[src/rtl/bgc_pkg.sv]
package bgc_pkg;
  typedef enum logic {
    MODE_BIN  = 1'b0,
    MODE_GRAY = 1'b1
  } bgc_mode_e;
endpackage

[src/rtl/bgc_gray_to_bin.sv]
module bgc_gray_to_bin #(
  parameter int WIDTH = 3
) (
  input  logic [WIDTH-1:0] gray_in,
  output logic [WIDTH-1:0] bin_out
);
  localparam int MSB = WIDTH - 1;

  assign bin_out[MSB] = gray_in[MSB];

  genvar i;
  generate
    for (i = MSB - 1; i >= 0; i--) begin : g_fold
      assign bin_out[i] = bin_out[i+1] ^ gray_in[i];
    end
  endgenerate
endmodule

[src/rtl/bgc_succ.sv]
module bgc_succ
  import bgc_pkg::*;
#(
  parameter int WIDTH = 3
) (
  input  logic [WIDTH-1:0] cur,
  input  bgc_mode_e        sel,
  output logic [WIDTH-1:0] nxt
);
  localparam logic [WIDTH-1:0] ONE = WIDTH'(1);

  logic [WIDTH-1:0] bin_next;
  logic [WIDTH-1:0] gray_rank;
  logic [WIDTH-1:0] gray_rank_next;
  logic [WIDTH-1:0] gray_next;

  // binary arc: plain increment, wraps naturally
  assign bin_next = cur + ONE;

  // Gray arc: rank the code, bump the rank, re-encode
  bgc_gray_to_bin #(.WIDTH(WIDTH)) i_rank (
    .gray_in (cur),
    .bin_out (gray_rank)
  );
  assign gray_rank_next = gray_rank + ONE;
  assign gray_next      = gray_rank_next ^ (gray_rank_next >> 1);

  always_comb begin
    unique case (sel)
      MODE_GRAY: nxt = gray_next;
      default:   nxt = bin_next;
    endcase
  end
endmodule

[src/rtl/bgc_count_reg.sv]
module bgc_count_reg #(
  parameter int WIDTH = 3
) (
  input  logic             clk,
  input  logic             rst,
  input  logic             sel_gray,
  input  logic [WIDTH-1:0] d,
  output logic [WIDTH-1:0] q
);
  localparam logic [WIDTH-1:0] TOP_GRAY = WIDTH'(1) << (WIDTH - 1);
  localparam logic [WIDTH-1:0] ALL_ONES = '1;

  always_ff @(posedge clk) begin
    if (rst) q <= '0;
    else     q <= d;
  end

  // marks that a reset edge has been seen, so step checks have history
  logic armed;
  always_ff @(posedge clk) begin
    if (rst) armed <= 1'b1;
  end

  // reset edge leaves zero
  a_r1_reset_zero: assert property (@(posedge clk)
    $past(rst) |-> (q == '0));

  // binary step differs by one
  a_r2_bin_step: assert property (@(posedge clk) disable iff (rst)
    (armed === 1'b1 && !sel_gray) |=> (q - $past(q) == WIDTH'(1)));

  // Gray step flips exactly one bit
  a_r4_gray_one_bit: assert property (@(posedge clk) disable iff (rst)
    (armed === 1'b1 && sel_gray) |=> ($countones(q ^ $past(q)) == 1));

  // Gray order wraps from its last code
  a_r6_gray_wrap: assert property (@(posedge clk) disable iff (rst)
    (armed === 1'b1 && sel_gray && q == TOP_GRAY) |=> (q == '0));

  // binary order wraps from all ones
  a_r6_bin_wrap: assert property (@(posedge clk) disable iff (rst)
    (armed === 1'b1 && !sel_gray && q == ALL_ONES) |=> (q == '0));
endmodule

[src/rtl/bgc_mode_counter.sv]
module bgc_mode_counter
  import bgc_pkg::*;
#(
  parameter int WIDTH = 3
) (
  input  logic             clk,
  input  logic             rst,
  input  logic             mode,
  output logic [WIDTH-1:0] count
);
  logic [WIDTH-1:0] nxt;
  bgc_mode_e        sel;

  assign sel = bgc_mode_e'(mode);

  bgc_succ #(.WIDTH(WIDTH)) i_succ (
    .cur (count),
    .sel (sel),
    .nxt (nxt)
  );

  bgc_count_reg #(.WIDTH(WIDTH)) i_reg (
    .clk      (clk),
    .rst      (rst),
    .sel_gray (mode),
    .d        (nxt),
    .q        (count)
  );
endmodule

[config.mk]
export PLATFORM = sky130hd
export DESIGN_NAME = bgc_mode_counter
export DESIGN_NICKNAME = d
export VERILOG_FILES = /design/src/rtl/bgc_pkg.sv /design/src/rtl/bgc_gray_to_bin.sv /design/src/rtl/bgc_succ.sv /design/src/rtl/bgc_count_reg.sv /design/src/rtl/bgc_mode_counter.sv
export SDC_FILE = /design/constraint.sdc
export NUM_CORES = 1
export LEC_CHECK = 0
export BUFFER_PORTS_ARGS = -buffer_cell sky130_fd_sc_hd__buf_2
export CAP_MARGIN = 15
export CORE_AREA = 5 5 42 44
export CTS_CLUSTER_DIAMETER = 150
export DETAILED_ROUTE_END_ITERATION = 12
export DIE_AREA = 0 0 47 49
export SYNTH_ARGS = -nofsm -noshare
export SYNTH_HDL_FRONTEND = slang
export SYNTH_SLANG_ARGS = --single-unit
[constraint.sdc]
create_clock -name clk -period 2.3 [get_ports clk]
set_clock_uncertainty 0.05 [all_clocks]
set_input_delay 0.46 -clock clk [delete_from_list [all_inputs] [get_ports clk]]
set_output_delay 0.46 -clock clk [all_outputs]
set_load 0.1 [all_outputs]
==> results by group, run 1 <==
Setup path
  – CP delay by family, top: buffers and inverters
  – Setup CP Type: reg2out
  – Worst setup EP type: primary output
  – CP peak stage delay: 0.46 ns
  – Worst r2r src: i_reg.q[0]$_SDFF_PP0_
  – Slowest stage cell, crit path: buf_2
  – Cell Chain, Critical Path: buf_2
  – CP startpoint kind: flip-flop
  – CP required: roughly 1.8 ns
  – CP max FO: 5
  – WP buf/inv: 1
  – Worst r2r path cells: 2
  – Critical path depth: 1
  – Reg-to-reg slack, setup: ~1.2 ns
  – CP Data Arrival Time: 1.08 ns

Timing
  – RSZ-0062 raised after global routing: no
  – Hold Fails Final Rpt: 0
  – Slew headroom: approximately two thirds
  – Final worst-path cycle share: slightly below 70%
  – Pins Over Slew Limit: 0
  – Setup TNS: 0 ns
  – Fmax: approximately 0.63 GHz
  – Min cycle time layout: 1.586 ns
  – Endpoints failing setup: 0
  – Worst slew pin tran: 0.4843 ns

Power
  – Clk pwr share: between 40% and 50%
  – P_leak: a little under 0.1 nW
  – Register share of total power: ~29%
  – VDD IR-drop max: around 0.00014 V
  – Sw Pwr: slightly above 0.08 mW
  – Total Power: approximately 0.22 mW
  – PD cells: ~1000 mW/mm^2
  – Comb power frac: between 30 and 40%
  – Internal power: between 0.1 and 0.15 mW
  – Switching Fraction: 37.05%

Clocking
  – # resized after CTS: 0
  – CTS tree: yes
  – # hold bufs at CTS: 0
  – Clock Sinks: 3
  – CTS buffer count: 3
  – CTS root buffer: clkbuf_4
  – Reg clk slew, reported paths: approximately 0.04 ns
  – H-Tree Level Count: 1
  – Total setup buffers inserted after CTS: 0
  – Clk_lat worst skew: approximately 0.23 ns
  – Longest Clk Path Bufs: 2

Global route
  – Total gr overflow: 0
  – Met1 Usage GRT: approximately 4%
  – Total GRT Usage: ~4.1%
  – GRT busiest layer: met4
  – Vias in the first global route: 162
  – Grt met2 use: 4.299%
  – First-pass GRT wire length: between 500 and 600 um
  – Met3 usage: 3.321%
  – Largest net degree at the start of global routing: 7
  – Initial antenna violation count: 0

Finish
  – Most common cell after layout, fill and taps aside: buf_2
  – Commonest non-fill, non-tap cells in the layout: 5 x buf_2, 3 x nor2_1, 3 x dfxtp_1, 3 x clkbuf_4
  – Layout fillers: between 150 and 200
  – Layout cells sized above 1: 38.46%
  – Diodes inserted: 0
  – Syn-to-layout area delta: 45.60%
  – Register area: 60.06 sq um
  – Layout net count: 31
  – Multi-input gate area: about 93 sq um
  – Non-filler cells, final: 42

Synthesis
  – Top cell type's share of synthesized area: between 30% and 40%
  – Sequential share of the synthesized area: 38.40%
  – XOR/XNOR Fraction of Synth Area: 5.600%
  – Synth Area in Compound Gates: 19.20%
  – Dominant cells by area after synthesis: dfxtp_1 38%, ha_1 8.0%, mux2_2 7.2%
  – Syn Inst Count: 17
  – Post-synthesis adder-cell area fraction: approximately 8%
  – Fraction of synthesized area in multiplexers: just over 7%
  – Netlist Area Pre-Place: 156.4 sq um
  – Synth cell types: 13
  – Simple-gate share of the synthesized area: between 10% and 20%
  – Syn avg cell area: a little over 9 sq um
  – Syn nets: 21
  – Largest family of logic cells by synthesized area: compound AO/OA/AOI/OAI gates
  – Area leader, netlist: dfxtp_1
  – Syn. warnings: 0
  – Synth Register Bits: 3

Detailed routing
  – Pre-antenna DRT Iters: 2
  – Detailed Route WL: around 330 um
  – Drt drc: 0
  – Vias post-DR: 143
  – Wire per inst: between 7 and 8 um
  – Via density: 3.405
  – 1st-iter DRT viols: 1
  – Final antenna-violating net count: 0

Placed design
  – Number of I/O port buffers: 5
  – Cell Count Post-Placement: 38
  – Placer Congestion: between 0.7 and 0.8

Hold path
  – Hold path depth: 2
  – HP Start: rst
  – Class of the worst hold path: in2reg

Floorplan
  – Row cnt: 14
  – Die width: 47 um
  – Initial Utilization: 11.16%
  – Die Area: approximately 0.0023 sq mm
  – Core ar.: 0.001401 sq mm
  – # IOs: 6
  – Die extent in y: approximately 50 um

Run status
  – Outcome: completed

Flow run
  – Max Cap Viol: 0
## synth_stat cells (all sizes together)
cell,n
dfxtp,3
nor2,3
a21oi,2
a211oi,1
ha,1
inv,1
mux2,1
nand2b,1
nand3,1
o22a,1
or2b,1
xnor2,1
## kinds of logic after synthesis
kind of cell	count (synthesis)
adder cells (fa/ha/maj)	1
multiplexers	1
XOR/XNOR	1
AO/OA/AOI/OAI	4
buffers and inverters	1
flip-flops	3
AND/OR/NAND/NOR	6
## worst max path at each step
stage	endpoint	slack (ns)	from
6_report	count[2]	0.71	flip-flop
5_1_grt	count[2]	0.67	flip-flop
2_1_floorplan	flip-flop	0.55	flip-flop
3_3_place_gp	count[2]	0.95	flip-flop
3_5_place_dp	count[2]	0.95	flip-flop
4_1_cts	count[2]	0.70	flip-flop
## per-stage QoR
stage	cell area, sq um	util [%]	hold WS [ns]	setup WS [ns]
after global routing	227.7	16.25	0.3761	0.6691
after floorplan	156.4	-	0.4724	0.5451
final	227.7	16.25	0.3750	0.7144
after detailed placement	201.4	14.37	0.4775	0.9524
after CTS	227.7	16.25	0.3638	0.7012
after global placement	201.4	14.37	0.4792	0.9533
## cell type report
type	instances	area share, %
multi-input combinational	13	40.66
sequential	3	26.37
clock buffer	4	11.54
timing repair buffer	5	10.99
tap	16	8.791
inverter	1	1.648
## metal layers
layer | share of wire [%] | vias to the layer above
met1 | 43 | 61
met4 | 0 | 0
met5 | 0 | -
li1 | - | 76
met2 | 39 | 6
met3 | 18 | 0
## power groups by stage
| stage | clock [mW] | combinational (mW) | sequential (mW) |
|---|---|---|---|
| floorplan | 0 | 0.0191 | 0.102 |
| global placement | 0 | 0.0687 | 0.0645 |
| detailed placement | 0 | 0.0686 | 0.0648 |
| CTS | 0.0963 | 0.0689 | 0.0639 |
| global route | 0.0982 | 0.0736 | 0.0651 |
| finish | 0.0897 | 0.0686 | 0.0639 |
No activity file was read; power rests on OpenSTA's default activity.
==> run 2, diff against run 1 <==
ABC_AREA = 1   (was default)
clock period = 1.5 ns   (was 2.3 ns; I/O delays follow)
==> run 2 against run 1 <==
- routed wire length is 18% higher
- count of clock-buffer cells in the layout stayed put
- global-route usage is 0.42 points higher
- die area stayed put
- worst hold slack worse by 0.19 ns
- critical endpoint is now count[0]
- largest cell class unchanged
==> results by group, run 2 <==
Clocking
  – # hold bufs at CTS: 0
  – CTS buffer count: 3
  – # resized after CTS: 0
  – Total setup buffers inserted after CTS: 0
  – Clk_lat worst skew: 0.23 ns
  – CTS tree: yes
  – Clock Sinks: 3
  – Reg clk slew, reported paths: 0.04 ns
  – CTS root buffer: clkbuf_4
  – Longest Clk Path Bufs: 2
  – H-Tree Level Count: 1

Power
  – PD cells: ~1400 mW/mm^2
  – P_leak: around 0.14 nW
  – VDD IR-drop max: about 0.00026 V
  – Total Power: 0.3613 mW

Synthesis
  – Synth top cells by count: 5 x inv_1, 5 x nand2_1, 4 x nand3_1, 4 x nor2_1, 3 x dfxtp_1
  – Sequential share of the synthesized area: between 30% and 40%
  – Synth cell types: 9
  – Top cell type's share of synthesized area: a little over a third
  – Syn avg cell area: approximately 6.6 sq um
  – Syn nets: 29
  – Syn. warnings: 0
  – Post-synth EDFFs: 0
  – Main flop type after synthesis: dfxtp_1
  – Dominant cells by area after synthesis: dfxtp_1 37%, nand3_1 12%, inv_1 11%
  – Syn Inst Count: 25
  – Netlist Area Pre-Place: 163.9 sq um
  – Area leader, netlist: dfxtp_1
  – Async set-or-reset flop fraction in the synthesized netlist: 0%
  – Synth Register Bits: 3

Global route
  – Initial antenna violation count: 0
  – Total gr overflow: 0
  – Vias in the first global route: approximately 190
  – First-pass GRT wire length: between 600 and 700 um
  – Total GRT Usage: 4.498%
  – Largest net degree at the start of global routing: 7

Setup path
  – Setup CP Type: reg2out
  – CP Data Arrival Time: 1.03 ns
  – Slowest stage cell, crit path: buf_2
  – CP required: between 1 and 1.5 ns
  – Cell Chain, Critical Path: buf_2
  – CP max FO: 5
  – CP delay by family, top: buffers and inverters
  – CP startpoint kind: flip-flop
  – CP peak stage delay: 0.44 ns
  – Worst setup EP type: primary output
  – WP buf/inv: 1

Placed design
  – Pre-CTS WS: 0.3616 ns
  – Placer Congestion: about 0.61
  – Number of I/O port buffers: 5
  – Detailed placer's ending HPWL: around 320 um
  – Post-place instance area: 226.5 sq um

Detailed routing
  – Vias post-DR: 177
  – Via density: about 3.5
  – 1st-iter DRT viols: 0
  – Drt drc: 0
  – Pre-antenna DRT Iters: 1
  – Wire per inst: about 7.9 um
  – Final antenna-violating net count: 0
  – Detailed Route WL: between 300 and 400 um

Run status
  – Outcome: completed

Timing
  – Setup TNS: 0 ns
  – Final Worst Setup Slack: 0.1190 ns
  – Min cycle time layout: between 1 and 1.5 ns
  – Pins Over Slew Limit: 0
  – Endpoints failing setup: 0
  – Hold Fails Final Rpt: 0
  – Fmax: 0.7241 GHz
  – Final worst-path cycle share: about 92%
  – Worst slew pin tran: just under 0.5 ns
  – RSZ-0062 raised after global routing: no
  – Slew headroom: between 60 and 70%

Floorplan
  – # IOs: 6
  – Initial Utilization: about an eighth
  – Row cnt: 14
  – Die Area: 0.002303 sq mm
  – Core ar.: about 0.0014 sq mm
  – Die extent in y: approximately 49 um
  – Die width: approximately 47 um

Finish
  – Layout fillers: between 150 and 200
  – Diodes inserted: 0
  – Post-route cell area: 252.7 sq um
  – Commonest non-fill, non-tap cells in the layout: 5 x inv_1, 5 x nand2_1, 4 x nand3_1, 4 x nor2_1, 4 x buf_2
  – Layout net count: 39
  – Syn-to-layout area delta: 54.20%
  – Layout cells sized above 1: between 20% and 30%

Hold path
  – Class of the worst hold path: in2reg

Flow run
  – Max Cap Viol: 0
-- run 2: layer usage --
layer | share of wire [%] | vias up | track usage [%]
met5 | 0 | - | 0
met4 | 0 | 0 | 2.765
met3 | 14 | 0 | 5.166
met2 | 44 | 5 | 6.109
met1 | 42 | 78 | 3.712
li1 | - | 94 | -
-- run 2: final timing paths --
path	startpoint	to	cells past startpoint	slack, ns
max	i_reg.q[0]$_SDFF_PP0_	count[0]	1	0.12
min reg2reg	flip-flop	i_reg.q[0]$_SDFF_PP0_	2	0.50
max reg2reg	i_reg.q[0]$_SDFF_PP0_	flip-flop	5	0.48
min	rst	flip-flop	2	0.18
-- run 2: cells by family (layout without fill, tap and decap cells) --
kind of cell             count (synthesis)  count (layout)  share of synthesized area [%]
AO/OA/AOI/OAI                            2               2                          6.101
XOR/XNOR                                 1               1                          5.344
adder cells (fa/ha/maj)                  1               1                          7.632
buffers and inverters                    5              14                          11.45
flip-flops                               3               3                          36.64
AND/OR/NAND/NOR                         13              13                          32.82
-- run 2: cell type report --
class                      instances  area (sq um)  area share [%]
multi-input combinational         17         85.08           33.66
inverter                           5         18.77           7.426
clock buffer                       4         26.28           10.40
sequential                         3         62.56           24.75
timing repair buffer               5         40.04           15.84
tap                               16         20.02           7.921
-- run 2: power by group --
group	internal [mW]	switching, mW
clock	0.0999	0.0450
sequential	0.0905	0.0121
combinational	0.0285	0.0853
total	0.219	0.142
-- run 2: per-stage QoR --
step                hold slack (ns)  utilization (%)  instances
finish                       0.1835            18.04         50
global route                 0.1956            18.04         50
CTS                          0.1817            18.04         50
detailed placement           0.4332            16.16         46
global placement             0.4263            16.16         46
floorplan                    0.3224                -         25
==> run 3, diff against run 2 <==
GPL_TIMING_DRIVEN = 0   (was default)
==> run 3 against run 2 <==
- first-iteration DRC count up 1
- cell count unchanged
- highest routed layer unchanged
- worst hold slack better by 0.0018 ns
- global-route usage down 0.064 points
- count of clock-buffer cells in the layout unchanged
- setup slack worse by 0.0065 ns
- fmax down 0.47%
- clock power about the same
- routed wire length down 1.8%
- sequential power about the same
- via count down 3.4%
==> results by group, run 3 (same netlist as run 2, synthesis figures left out) <==
Setup path
  – WP buf/inv: 1
  – Worst r2r path cells: 5
  – Critical path depth: 1
  – CP delay by family, top: flip-flops
  – Reg-to-reg slack, setup: approximately 0.5 ns
  – CP peak stage delay: 0.42 ns
  – Cell Chain, Critical Path: clkbuf_4
  – Worst setup EP type: primary output
  – CP required: 1.15 ns
  – CP startpoint kind: flip-flop
  – Setup CP Type: reg2out
  – CP max FO: 6
  – CP Data Arrival Time: about 1.0 ns
  – Slowest stage cell, crit path: dfxtp_1

Detailed routing
  – Via density: 3.420
  – Vias post-DR: between 150 and 200
  – Pre-antenna DRT Iters: 2
  – Drt drc: 0
  – Wire per inst: ~7.7 um
  – Detailed Route WL: a little under 400 um
  – Final antenna-violating net count: 0
  – 1st-iter DRT viols: 1

Clocking
  – H-Tree Level Count: 1
  – CTS root buffer: clkbuf_4
  – CTS tree: yes
  – Clock Sinks: 3
  – Longest Clk Path Bufs: 2
  – CTS buffer count: 3
  – Reg clk slew, reported paths: 0.04 ns
  – Clk_lat worst skew: about 0.23 ns

Finish
  – Layout cells sized above 1: roughly 29%
  – Post-route cell area: approximately 240 sq um
  – Layout fillers: between 150 and 200
  – Commonest non-fill, non-tap cells in the layout: 5 x inv_1, 5 x nand2_1
  – Final Util: ~17%
  – Layout net count: 39
  – Syn-to-layout area delta: 46.56%
  – Diodes inserted: 0

Power
  – Sw Pwr: approximately 0.14 mW
  – Clk pwr share: about 41%
  – Register share of total power: 28.8%
  – Internal power: between 0.2 and 0.25 mW
  – Comb power frac: a little under a third
  – P_leak: 0.1336 nW
  – PD cells: 1469 mW/mm^2
  – VDD IR-drop max: 0.0003880 V
  – Switching Fraction: about two fifths

Floorplan
  – Row cnt: 14
  – Die Area: approximately 0.0023 sq mm
  – # IOs: 6
  – Die width: about 47 um
  – Initial Utilization: a little under an eighth
  – Core ar.: 0.001401 sq mm
  – Die extent in y: 49 um

Placed design
  – Detailed placer's ending HPWL: 289.5 um
  – Pre-CTS WS: 0.2633 ns
  – Number of I/O port buffers: 5
  – Post-place instance area: approximately 210 sq um
  – Placer Congestion: between 0.6 and 0.7

Timing
  – Worst slew pin tran: between 0.4 and 0.5 ns
  – Final Worst Setup Slack: around 0.11 ns
  – Final worst-path cycle share: 92.49%
  – RSZ-0062 raised after global routing: no
  – Min cycle time layout: between 1 and 1.5 ns
  – Final Hold Slack: 0.1853 ns
  – Fmax: around 0.72 GHz
  – Pins Over Slew Limit: 0
  – Setup TNS: 0 ns
  – Endpoints failing setup: 0
  – Slew headroom: about two thirds
  – Hold Fails Final Rpt: 0

Hold path
  – Hold path depth: 2
  – Class of the worst hold path: in2reg

Global route
  – Largest net degree at the start of global routing: 7
  – Total gr overflow: 0
  – Vias in the first global route: 178
  – Initial antenna violation count: 0
  – First-pass GRT wire length: around 700 um
  – Total GRT Usage: 4.433%

Run status
  – Outcome: completed

Flow run
  – Max Cap Viol: 0
## run 3: changes by cell type in the layout (fill, tap and decap cells not counted)
| cell | change |
|---|---|
| clkbuf_4 | +1 |
| buf_12 | -1 |
## run 3: what timing repair did
item                                    4_1_cts  5_1_grt
buffers inserted                              0        0
resized for setup                             0        1
hold buffers                                  0        0
endpoints found under the setup margin        0        1
## run 3: power groups by stage
stage	Clock, mW	Combinational [mW]	Sequential, mW
2_1_floorplan	0	0.0271	0.164
3_3_place_gp	0	0.107	0.103
3_5_place_dp	0	0.108	0.103
4_1_cts	0.153	0.108	0.102
5_1_grt	0.158	0.119	0.104
6_report	0.143	0.108	0.102
## run 3: layout make-up
| type | instances | area (sq um) | area share (%) |
|---|---|---|---|
| clock buffers | 4 | 26.28 | 10.94 |
| multi-input cells | 17 | 85.08 | 35.42 |
| flip-flops and latches | 3 | 62.56 | 26.04 |
| repair buffers | 5 | 27.53 | 11.46 |
| well taps | 16 | 20.02 | 8.333 |
| inverters | 5 | 18.77 | 7.813 |
## run 3: metrics by stage
stage          power [mW]  std cells
2_1_floorplan      0.1913         25
3_3_place_gp       0.2105         46
3_5_place_dp       0.2113         46
4_1_cts            0.3634         50
5_1_grt            0.3809         50
6_report           0.3529         50
## run 3: final timing paths
| kind | start | end |
|---|---|---|
| min | rst | flip-flop |
| max | flip-flop | count[2] |
| max reg2reg | i_reg.q[0]$_SDFF_PP0_ | flip-flop |
| min reg2reg | flip-flop | i_reg.q[0]$_SDFF_PP0_ |
## run 3: metal layers
| layer | global-route usage, % | vias up | share of wire, % |
|---|---|---|---|
| met2 | 4.525 | 5 | 45 |
| li1 | - | 95 | - |
| met1 | 5.921 | 71 | 48 |
| met4 | 5.530 | 0 | 0 |
| met5 | 0 | - | 0 |
| met3 | 1.476 | 0 | 7.3 |
